File: src/rtl/srec_pkg.sv
package srec_pkg;

  typedef enum logic [2:0] {
    ST_IDLE,
    ST_TYPE,
    ST_BODY,
    ST_COMMIT,
    ST_SKIP
  } st_e;

  function automatic logic is_eol(input logic [7:0] c);
    return (c == 8'h0A) || (c == 8'h0D);
  endfunction

  function automatic logic is_digit(input logic [7:0] c);
    return (c >= 8'h30) && (c <= 8'h39);
  endfunction

  // address bytes per record type
  function automatic logic [2:0] addr_len(input logic [3:0] t);
    case (t)
      4'd2, 4'd6, 4'd8: return 3'd3;
      4'd3, 4'd7:       return 3'd4;
      default:          return 3'd2;
    endcase
  endfunction

  function automatic logic is_load(input logic [3:0] t);
    return t inside {4'd1, 4'd2, 4'd3};
  endfunction

endpackage

File: src/rtl/srec_nib_dec.sv
module srec_nib_dec (
  input  logic [7:0] ch_i,
  output logic [3:0] nib_o,
  output logic       hex_o
);
  always_comb begin
    nib_o = 4'd0;
    hex_o = 1'b1;
    if (ch_i >= 8'h30 && ch_i <= 8'h39)      nib_o = ch_i[3:0];
    else if (ch_i >= 8'h41 && ch_i <= 8'h46) nib_o = ch_i[3:0] + 4'd9;
    else if (ch_i >= 8'h61 && ch_i <= 8'h66) nib_o = ch_i[3:0] + 4'd9;
    else                                     hex_o = 1'b0;
  end
endmodule

File: src/rtl/srec_stage_buf.sv
module srec_stage_buf #(
  parameter int DEPTH = 16,
  localparam int IW = $clog2(DEPTH)
) (
  input  logic          clk_i,
  input  logic          we_i,
  input  logic [IW-1:0] wr_idx_i,
  input  logic [7:0]    wr_byte_i,
  input  logic [IW-1:0] rd_idx_i,
  output logic [7:0]    rd_byte_o
);
  logic [7:0] mem_q [DEPTH];

  always_ff @(posedge clk_i) begin
    if (we_i) mem_q[wr_idx_i] <= wr_byte_i;
  end

  assign rd_byte_o = mem_q[rd_idx_i];
endmodule

File: src/rtl/srec_parser.sv
module srec_parser
  import srec_pkg::*;
#(
  parameter int DATA_DEPTH = 16,
  localparam int BW = $clog2(DATA_DEPTH),
  localparam int AW = 32
) (
  input  logic          clk_i,
  input  logic          rst_ni,
  input  logic [7:0]    ch_i,
  input  logic          ch_valid_i,
  output logic          ch_ready_o,
  output logic          wr_valid_o,
  output logic [AW-1:0] wr_addr_o,
  output logic [7:0]    wr_data_o,
  output logic          rec_ok_o,
  output logic          cksum_err_o,
  output logic          fmt_err_o
);

  st_e           st_q;
  logic [3:0]    type_q;
  logic          phase_q;
  logic [3:0]    hi_q;
  logic          cnt_done_q;
  logic [7:0]    rem_q;
  logic [2:0]    addr_left_q;
  logic [7:0]    sum_q;
  logic [AW-1:0] addr_q;
  logic [7:0]    ndata_q;
  logic [7:0]    wr_ptr_q;
  logic [7:0]    rd_q;
  logic          ok_q, ck_q, fe_q;

  logic [3:0] nib_w;
  logic       hex_w;
  logic [7:0] byte_w;
  logic       accept_w, eol_w, load_w, buf_we_w, cnt_short_w, cnt_long_w;
  logic [2:0] alen_w;
  logic [7:0] rd_byte_w;

  srec_nib_dec u_nib (
    .ch_i  (ch_i),
    .nib_o (nib_w),
    .hex_o (hex_w)
  );

  assign ch_ready_o  = (st_q != ST_COMMIT);
  assign accept_w    = ch_valid_i && ch_ready_o;
  assign eol_w       = is_eol(ch_i);
  assign byte_w      = {hi_q, nib_w};
  assign alen_w      = addr_len(type_q);
  assign load_w      = is_load(type_q);
  assign cnt_short_w = {1'b0, byte_w} < (9'(alen_w) + 9'd1);
  assign cnt_long_w  = load_w && ({1'b0, byte_w} > (9'(DATA_DEPTH) + 9'(alen_w) + 9'd1));

  // payload byte lands in the staging buffer
  assign buf_we_w = accept_w && (st_q == ST_BODY) && hex_w && phase_q && cnt_done_q &&
                    (addr_left_q == 3'd0) && (rem_q != 8'd1) && load_w;

  srec_stage_buf #(.DEPTH(DATA_DEPTH)) u_buf (
    .clk_i     (clk_i),
    .we_i      (buf_we_w),
    .wr_idx_i  (wr_ptr_q[BW-1:0]),
    .wr_byte_i (byte_w),
    .rd_idx_i  (rd_q[BW-1:0]),
    .rd_byte_o (rd_byte_w)
  );

  always_ff @(posedge clk_i or negedge rst_ni) begin
    if (!rst_ni) begin
      st_q        <= ST_IDLE;
      type_q      <= 4'd0;
      phase_q     <= 1'b0;
      hi_q        <= 4'd0;
      cnt_done_q  <= 1'b0;
      rem_q       <= 8'd0;
      addr_left_q <= 3'd0;
      sum_q       <= 8'd0;
      addr_q      <= '0;
      ndata_q     <= 8'd0;
      wr_ptr_q    <= 8'd0;
      rd_q        <= 8'd0;
      ok_q        <= 1'b0;
      ck_q        <= 1'b0;
      fe_q        <= 1'b0;
    end else begin
      ok_q <= 1'b0;
      ck_q <= 1'b0;
      fe_q <= 1'b0;
      case (st_q)
        ST_IDLE: if (accept_w) begin
          if (ch_i == 8'h53) st_q <= ST_TYPE;
          else if (!eol_w) begin
            fe_q <= 1'b1;
            st_q <= ST_SKIP;
          end
        end
        ST_TYPE: if (accept_w) begin
          if (is_digit(ch_i)) begin
            type_q     <= ch_i[3:0];
            st_q       <= ST_BODY;
            phase_q    <= 1'b0;
            cnt_done_q <= 1'b0;
            wr_ptr_q   <= 8'd0;
          end else begin
            fe_q <= 1'b1;
            st_q <= eol_w ? ST_IDLE : ST_SKIP;
          end
        end
        ST_BODY: if (accept_w) begin
          if (!hex_w) begin
            fe_q <= 1'b1;
            st_q <= eol_w ? ST_IDLE : ST_SKIP;
          end else if (!phase_q) begin
            hi_q    <= nib_w;
            phase_q <= 1'b1;
          end else begin
            phase_q <= 1'b0;
            if (!cnt_done_q) begin
              if (cnt_short_w || cnt_long_w) begin
                fe_q <= 1'b1;
                st_q <= ST_SKIP;
              end else begin
                cnt_done_q  <= 1'b1;
                rem_q       <= byte_w;
                sum_q       <= byte_w;
                addr_left_q <= alen_w;
                addr_q      <= '0;
                ndata_q     <= byte_w - 8'(alen_w) - 8'd1;
              end
            end else if (addr_left_q != 3'd0) begin
              addr_q      <= {addr_q[AW-9:0], byte_w};
              addr_left_q <= addr_left_q - 3'd1;
              sum_q       <= sum_q + byte_w;
              rem_q       <= rem_q - 8'd1;
            end else if (rem_q != 8'd1) begin
              sum_q <= sum_q + byte_w;
              rem_q <= rem_q - 8'd1;
              if (load_w) wr_ptr_q <= wr_ptr_q + 8'd1;
            end else if (byte_w == ~sum_q) begin
              ok_q <= 1'b1;
              rd_q <= 8'd0;
              st_q <= (load_w && ndata_q != 8'd0) ? ST_COMMIT : ST_IDLE;
            end else begin
              ck_q <= 1'b1;
              st_q <= ST_IDLE;
            end
          end
        end
        ST_COMMIT: begin
          rd_q <= rd_q + 8'd1;
          if (rd_q == ndata_q - 8'd1) st_q <= ST_IDLE;
        end
        ST_SKIP: if (accept_w && eol_w) st_q <= ST_IDLE;
        default: st_q <= ST_IDLE;
      endcase
    end
  end

  assign wr_valid_o  = (st_q == ST_COMMIT);
  assign wr_addr_o   = addr_q + AW'(rd_q);
  assign wr_data_o   = rd_byte_w;
  assign rec_ok_o    = ok_q;
  assign cksum_err_o = ck_q;
  assign fmt_err_o   = fe_q;

  // at most one outcome pulse per cycle
  a_r1_one_outcome: assert property (@(posedge clk_i) disable iff (!rst_ni)
    $onehot0({rec_ok_o, cksum_err_o, fmt_err_o}));

  a_r7_first_write_with_ok: assert property (@(posedge clk_i) disable iff (!rst_ni)
    $rose(wr_valid_o) |-> rec_ok_o);

  a_r7_addr_ascend: assert property (@(posedge clk_i) disable iff (!rst_ni)
    (wr_valid_o && $past(wr_valid_o)) |-> (wr_addr_o == $past(wr_addr_o) + 32'd1));

  a_r6_bad_no_write: assert property (@(posedge clk_i) disable iff (!rst_ni)
    cksum_err_o |-> !wr_valid_o);

  a_r8_nonload_no_write: assert property (@(posedge clk_i) disable iff (!rst_ni)
    (rec_ok_o && !is_load(type_q)) |-> !wr_valid_o);

  a_r9_ready_back: assert property (@(posedge clk_i) disable iff (!rst_ni)
    $fell(wr_valid_o) |-> ch_ready_o);

  a_r5_buf_in_range: assert property (@(posedge clk_i) disable iff (!rst_ni)
    buf_we_w |-> (wr_ptr_q < 8'(DATA_DEPTH)));

endmodule

File: config.mk
export PLATFORM = sky130hd
export DESIGN_NAME = srec_parser
export DESIGN_NICKNAME = d
export VERILOG_FILES = /design/src/rtl/srec_pkg.sv /design/src/rtl/srec_nib_dec.sv /design/src/rtl/srec_stage_buf.sv /design/src/rtl/srec_parser.sv
export SDC_FILE = /design/constraint.sdc
export NUM_CORES = 1
export LEC_CHECK = 0
export ABC_AREA = 0
export BUFFER_PORTS_ARGS = -buffer_cell sky130_fd_sc_hd__buf_2
export CAP_MARGIN = 20
export CORE_AREA = 4 4 229 175
export CTS_CLUSTER_SIZE = 12
export DETAILED_ROUTE_END_ITERATION = 12
export DIE_AREA = 0 0 233 179
export GPL_TIMING_DRIVEN = 0
export MAX_ROUTING_LAYER = met4
export PLACE_DENSITY_LB_ADDON = 0.2
export SYNTH_ARGS = -nofsm -noshare
export SYNTH_HDL_FRONTEND = slang
export SYNTH_SLANG_ARGS = --single-unit
File: constraint.sdc
create_clock -name clk_i -period 4 [get_ports clk_i]
set_clock_uncertainty 0.1 [all_clocks]
set_input_delay 0.2 -clock clk_i [delete_from_list [all_inputs] [get_ports clk_i]]
set_output_delay 0.2 -clock clk_i [all_outputs]
set_load 0.02 [all_outputs]
## Word-level counts from Yosys, hierarchy flattened

Memories as Yosys holds them, arrays and structs flattened.
Cells that the tools add are included.

- Flip-flop bits (word level): 91
- Memory bits (writable): 128
- Bits of input ports: 11
- Output and inout bits: 45
- Logic and storage cells: 212
- Memories: 1

Memories:

| name | words | bits a word | read ports | clocked after Yosys merged registers in | wr ports | line | source |
|---|---|---|---|---|---|---|---|
| u_buf.mem_q | 16 | 8 | 1 | 0 | 1 | srec_stage_buf.sv:12 | `logic [7:0] mem_q [DEPTH];` |

- Add/sub/neg operators: 13
- Magnitude comparators: 8
- Equal/unequal tests: 39
- Mux-type cells: 97
- Bitwise gates (word level): 4
- Reduce and logical (&&, ||, !) cells: 35

Operator list:

| operator | number |
|---|---|
| $mux 8 | 23 |
| $mux 32 | 3 |
| $mux 3 | 18 |
| $mux 1 | 41 |
| $add 32x8->32 | 1 |
| $pmux 8 s2 | 2 |
| $ne 2x2->1 const B | 12 |
| $reduce_and 6->1 | 4 |
| $sub 8x1->8 const B | 3 |
| $reduce_and 10->1 | 2 |
| $add 8x1->8 const B | 2 |
| $eq 8x4->1 const B | 2 |
| $eq 8x8->1 | 2 |
| $ge 8x7->1 const B | 2 |
| $le 8x7->1 const B | 2 |
| $pmux 3 s5 | 1 |
| $logic_and 1x1->1 | 14 |
| $mux 4 | 3 |
| $add 8x8->8 | 1 |
| $eq 4x2->1 const B | 2 |
| $eq 4x3->1 const B | 2 |
| $eq 8x7->1 const B | 1 |
| $ge 8x6->1 const B | 1 |
| $gt 8x7->1 | 1 |
| 37 further kinds | 51 |

## Logic depth before layout (Yosys ltp)

- Depth in word-level cells: 14
- Depth in mapped cells: 16
- Gate-level depth less buffers: 15

## Cells and area by module

Synthesis repeated with hierarchy kept, for this count alone.

- Cell total of the unflattened synthesis: 922
- Area, all modules: 11169.5 um2

Modules (own cells, without submodules):

| module | instances | cells an instance | area an instance (um2) |
|---|---|---|---|
| srec_parser | 1 | 676 | 5978.2 |
| srec_stage_buf | 1 | 221 | 4987.3 |
| srec_nib_dec | 1 | 25 | 203.9 |

## Worst setup path after synthesis

No wires, ideal clock.

- Path type: input to register
- Start point: input ch_i[0]
- End point: register addr_q[24]
- Library setup time: 0.120 ns
- Arrival: 3.942 ns
- Slack: -0.162 ns
- Cell stages on the path: 15
- Buffers on the path: 3
- Path through: inv_1 -> ha_1 -> o21ba_2 -> o21ai_1 -> buf_2 -> nand2_1 -> o21ai_1 -> ha_1 -> nand4b_1 -> a2111oi_0 -> a2111oi_1 -> nor3_4 -> buf_4 -> buf_6 -> a31o_2

- Word-level cells in the longest chain between the ends: 10

Ends and longest elaborated chain:

| item | line | source |
|---|---|---|
| from (decl) | srec_parser.sv:10 | `input logic [7:0] ch_i,` |
| $ge 8x7->1 / $le 8x7->1 (equally long branches) | srec_nib_dec.sv:11 | `else if (ch_i >= 8'h61 && ch_i <= 8'h66) nib_o = ch_i[3:0] + 4'd9;` |
| $logic_and 1x1->1 | srec_nib_dec.sv:11 |  |
| $mux 4 | srec_nib_dec.sv:11 |  |
| $mux 4 | srec_nib_dec.sv:10 | `else if (ch_i >= 8'h41 && ch_i <= 8'h46) nib_o = ch_i[3:0] + 4'd9;` |
| $mux 4 * | srec_nib_dec.sv:9 | `if (ch_i >= 8'h30 && ch_i <= 8'h39) nib_o = ch_i[3:0];` |
| net nib_w[1] | srec_parser.sv:35 | `logic [3:0] nib_w;` |
| $gt 8x7->1 | srec_parser.sv:55 | `assign cnt_long_w = load_w && ({1'b0, byte_w} > (9'(DATA_DEPTH) + 9'(alen_w) + 9'd1));` |
| $logic_and 1x1->1 | srec_parser.sv:55 |  |
| $logic_or 1x1->1 * | srec_parser.sv:121 | `if (cnt_short_w \|\| cnt_long_w) begin` |
| $ne 2x2->1 (no source line) * | - |  |
| $reduce_and 6->1 (no source line) * | - |  |
| to (signal assigned) | srec_parser.sv:133 | `addr_q <= {addr_q[AW-9:0], byte_w};` |
| to (decl) | srec_parser.sv:29 | `logic [AW-1:0] addr_q;` |

Mark *: on every way through the listed nets, which the timed path passes. The rest lies on a longest branch.
A chain may end at the register's enable or synchronous reset.

## Worst setup path in the final report

- Start point: register type_q[1]
- End point: register ndata_q[7]

- Word-level cells in the longest chain between the ends: 10

Ends and longest elaborated chain:

| item | line | source |
|---|---|---|
| from (decl) | srec_parser.sv:22 | `logic [3:0] type_q;` |
| from (signal assigned) | srec_parser.sv:101 | `type_q <= ch_i[3:0];` |
| $eq 4x2->1, or another cell as far along | srec_pkg.sv:21, srec_pkg.sv:29 |  |
| $reduce_or 3->1 / $reduce_or 2->1 (equally long branches) | srec_pkg.sv:21 | `case (t)` |
| $pmux 3 s2 | srec_pkg.sv:21 |  |
| $add 5x3->6 | srec_parser.sv:55 |  |
| $add 6x1->7 | srec_parser.sv:55 |  |
| $gt 8x7->1 | srec_parser.sv:55 |  |
| $logic_and 1x1->1 | srec_parser.sv:55 |  |
| $logic_or 1x1->1 | srec_parser.sv:121 |  |
| $not 1->1 (no source line) | - |  |
| $reduce_and 6->1 (no source line) | - |  |
| to (signal assigned) | srec_parser.sv:130 | `ndata_q <= byte_w - 8'(alen_w) - 8'd1;` |
| to (decl) | srec_parser.sv:30 | `logic [7:0] ndata_q;` |

Several ways; a longest one is shown, not always the timed one.

==> impl_results.md <==
* Chip height at 179 microns
* Antenna Violating Nets Remaining at 0
* Total track usage at 15.3%
* Pre-CTS setup slack at -1.11 ns
* Vias in the first global route at 7663
* Top Layer Used: met4
* Metal2 WL at about 12 mm
* Num CTS Buffers at 24
* Total power at ~7.6 mW
* CTS H-tree depth at 1
* Initial antenna violation count at 0
* Post-synth cell types at 80
* Sequential Area at 6020 sq um
* DRC at 0
* Number of max-cap violations at 0
* Met3 wire length at 1.19 mm
* Syn avg cell area at 12.3 sq um
* Final WL at 30.5 mm
* Crit path cell chain: nor3_1 -> a21oi_1 -> nor2_1 -> inv_1 -> ha_1 -> or3_4 -> ha_1 -> nand4b_1 -> a2111oi_4 -> a211o_1 -> nand2_1 -> nor3_2 -> mux2_2
* Setup crit start kind: flip-flop
* Area grow syn2layout at 18.0%
* CP Class: reg2reg
* Final #Nets at 1071
* # IOs at 56
* Core Footprint at roughly 38000 sq um
* Pin count of the biggest net entering global routing at 57
* Synthesized net count at 968
* Buf+Inv Stages, Crit Path at 1
* Yosys reg bits at approximately 220
* Fillers at between 3000 and 4000
* Crit-path max FO at 7
* Post-route setup TNS at 0 ns
* Die W at approximately 230 microns
* Hold_ws at around 0.06 ns
* Slew margin rel. at around 27%
* Critical path endpoint category: flip-flop
* Hold Path Class: in2reg
* Worst Path Arrival at around 4 ns
* Status: complete, no violations
* Slew Limit Fails at 0
* Post-synth EDFFs at roughly 130
* YS warnings at 0
* Worst-path clk slew at 0.06 ns
* Fmax achieved at 265 MHz
* # clock sinks at 215
* Row cnt at a little over 60
* Static Leakage at approximately 4.9 nW
* Setup ws final at 0.223 ns
* Post-Route M1 WL at around 16 mm
* 1st-iter DRT viols at 722
* Post-DR vias/cell at 4.96
* Multi-input gate area at roughly 4900 sq um
* Max clock buf depth at 3
* Port-buffer cells at between 50 and 60
* Final hold violations at 0
* Slowest cell on crit path: dfrtp_2
* CP peak stage delay at 0.46 ns
* Sequential element share of the synthesized area at 53.7%
* Detailed Routing Iterations Pass 1 at 5
* First-pass GRT wire length at 47.6 mm
* Full die area at 41700 sq um
* Gr ovfl total at 0
* RSZ-0062 raised after global routing: false
* CTS tree: done
* Period Utilization, post-route at 94.4%
* Worst R2R Setup Slack at 0.22 ns
* Peak VDD IR at 233 uV
* Power Density at 571 nW/um^2
* Via count at 7664
* Critical path's most frequent cell: ha_1
* Mean routed wirelength per cell at 19.7 microns
* Post-Syn Area at 11200 sq um
* Clock latency on the worst-skew pair at between 0.5 and 0.6 ns
* Core Util, Final at 34.9%
* Post-DP HPWL at between 20 and 25 mm
* Prevailing post-synth register cell: edfxtp_1
* Largest delay contributor family on the critical path: simple AND/OR/NAND/NOR gates
* Root buf cell: clkbuf_16
* RePlAce Congestion at 0.812
* Critical Path RT at ~4.3 ns
* Worst Tran Pin Value at 1.08 ns
* Post-layout minimum cycle time at 3.78 ns
* FFs w/ async S/R, synth at about two fifths
* Cells after Synth at 913
* Layout cells sized above 1 at 21.7%
* Final setup violation count at 0
* Initial Utilization at 29.6%
area by class of cell:
class	instances	share of cell area (%)
Multi-Input combinational cell	605	37.0
Tap cell	512	4.84
Sequential cell	215	45.5
Clock buffer	32	4.77
Inverter	54	1.56
Clock inverter	10	0.842
Buffer	39	1.58
Timing Repair inverter	1	0.0378
Antenna cell	1	0.0189
Timing Repair Buffer	76	3.78
cell usage after synthesis (12+ instances only):
master | n | share of area, %
edfxtp_1 | 128 | 34
dfrtp_1 | 87 | 19
nand2_1 | 64 | 2.1
o21ai_0 | 54 | 2.4
inv_1 | 53 | 1.8
xnor2_1 | 50 | 3.9
nor2_1 | 43 | 1.4
ha_1 | 41 | 4.6
mux4_2 | 40 | 8.0
nand3_1 | 39 | 1.7
a21oi_1 | 26 | 1.2
nor3_1 | 23 | 1.0
clkbuf_1 | 18 | 0.60
nor2b_1 | 16 | 0.89
nand4_1 | 14 | 0.78
buf_2 | 13 | 0.58
o31ai_1 | 13 | 0.87
and3_1 | 12 | 0.67
tightest hold or removal path, cell delays in order:
cell and delay (ns):
buf_2 0.16, xnor2_1 0.16, mux2_2 0.13
timing repair:
item                                   4_1_cts  5_1_grt
cloned                                       1        0
pin swaps                                    0        3
gates resized for setup                     12       15
hold buffers                                 6        0
endpoints found under the hold margin       95        0
setup endpoints to repair                   82       71
buffers inserted                             2        6
per-layer routing:
layer / up-vias / track usage, %
li1: 3636 / -
met2: 146 / 20.5
met3: 32 / 2.21
met4: 0 / 3.14
met5: - / -
met1: 3850 / 24.2
where the power goes:
part | total (mW) | internal [mW] | switching (mW) | leakage (nW)
Combinational | 2.61 | 1.05 | 1.55 | 2.40
Sequential | 2.81 | 2.56 | 0.258 | 2.16
Clock | 2.13 | 1.24 | 0.899 | 0.359
Total | 7.55 | 4.84 | 2.71 | 4.92
placed cells by master (no fill, tap or decap), types with 12 or more instances in the layout:
| master | count |
|---|---|
| o21ai_0 | 53 |
| nand3_1 | 39 |
| nor2b_1 | 16 |
| a21oi_1 | 25 |
| nand2_1 | 64 |
| nor2_1 | 43 |
| mux4_2 | 40 |
| nand4_1 | 14 |
| clkbuf_16 | 24 |
| nor3_1 | 21 |
| and3_1 | 12 |
| o31ai_1 | 13 |
| dfrtp_1 | 86 |
| buf_2 | 66 |
| edfxtp_1 | 128 |
| ha_1 | 41 |
| xnor2_1 | 50 |
| clkbuf_1 | 24 |
| inv_1 | 52 |
| buf_4 | 16 |
cells by family (layout without fill, tap and decap cells):
| kind of cell | after synthesis | count (layout) | synth area share, % |
|---|---|---|---|
| buffers and inverters | 93 | 212 | 3.56 |
| AND/OR/NAND/NOR | 273 | 273 | 13.1 |
| XOR/XNOR | 57 | 57 | 4.46 |
| other | 0 | 1 | 0 |
| flip-flops | 215 | 215 | 53.7 |
| multiplexers | 56 | 56 | 9.56 |
| adder cells (fa/ha/maj) | 44 | 44 | 5.11 |
| AO/OA/AOI/OAI | 175 | 175 | 10.5 |
sequential cells by signal, indices dropped and copies added, names as in the netlist, 3 cells and up:
name,cells
u_buf.mem_q,128
addr_q,32
ndata_q,8
rd_q,8
rem_q,8
sum_q,8
hi_q,4
type_q,4
wr_ptr_q,4
addr_left_q,3
st_q,3
through the flow:
step | instances | area [sq um]
6_report | 1545 | 13200
3_5_place_dp | 1487 | 12300
5_1_grt | 1544 | 13200
4_1_cts | 1538 | 13100
2_1_floorplan | 913 | 11200
3_3_place_gp | 1479 | 12100
path summary, 6_finish.rpt:
kind                       startpoint  cells after the start           to
setup / recovery            type_q[1]                     13   ndata_q[7]
hold / removal                ch_i[2]                      3      hi_q[2]
setup reg to reg            type_q[1]                     13   ndata_q[7]
hold reg to reg              sum_q[5]                      2     sum_q[5]
max in group asynchronous      rst_ni                      3   ndata_q[2]
min in group asynchronous      rst_ni                      2  cksum_err_o
No activity file was read; power rests on OpenSTA's default activity.
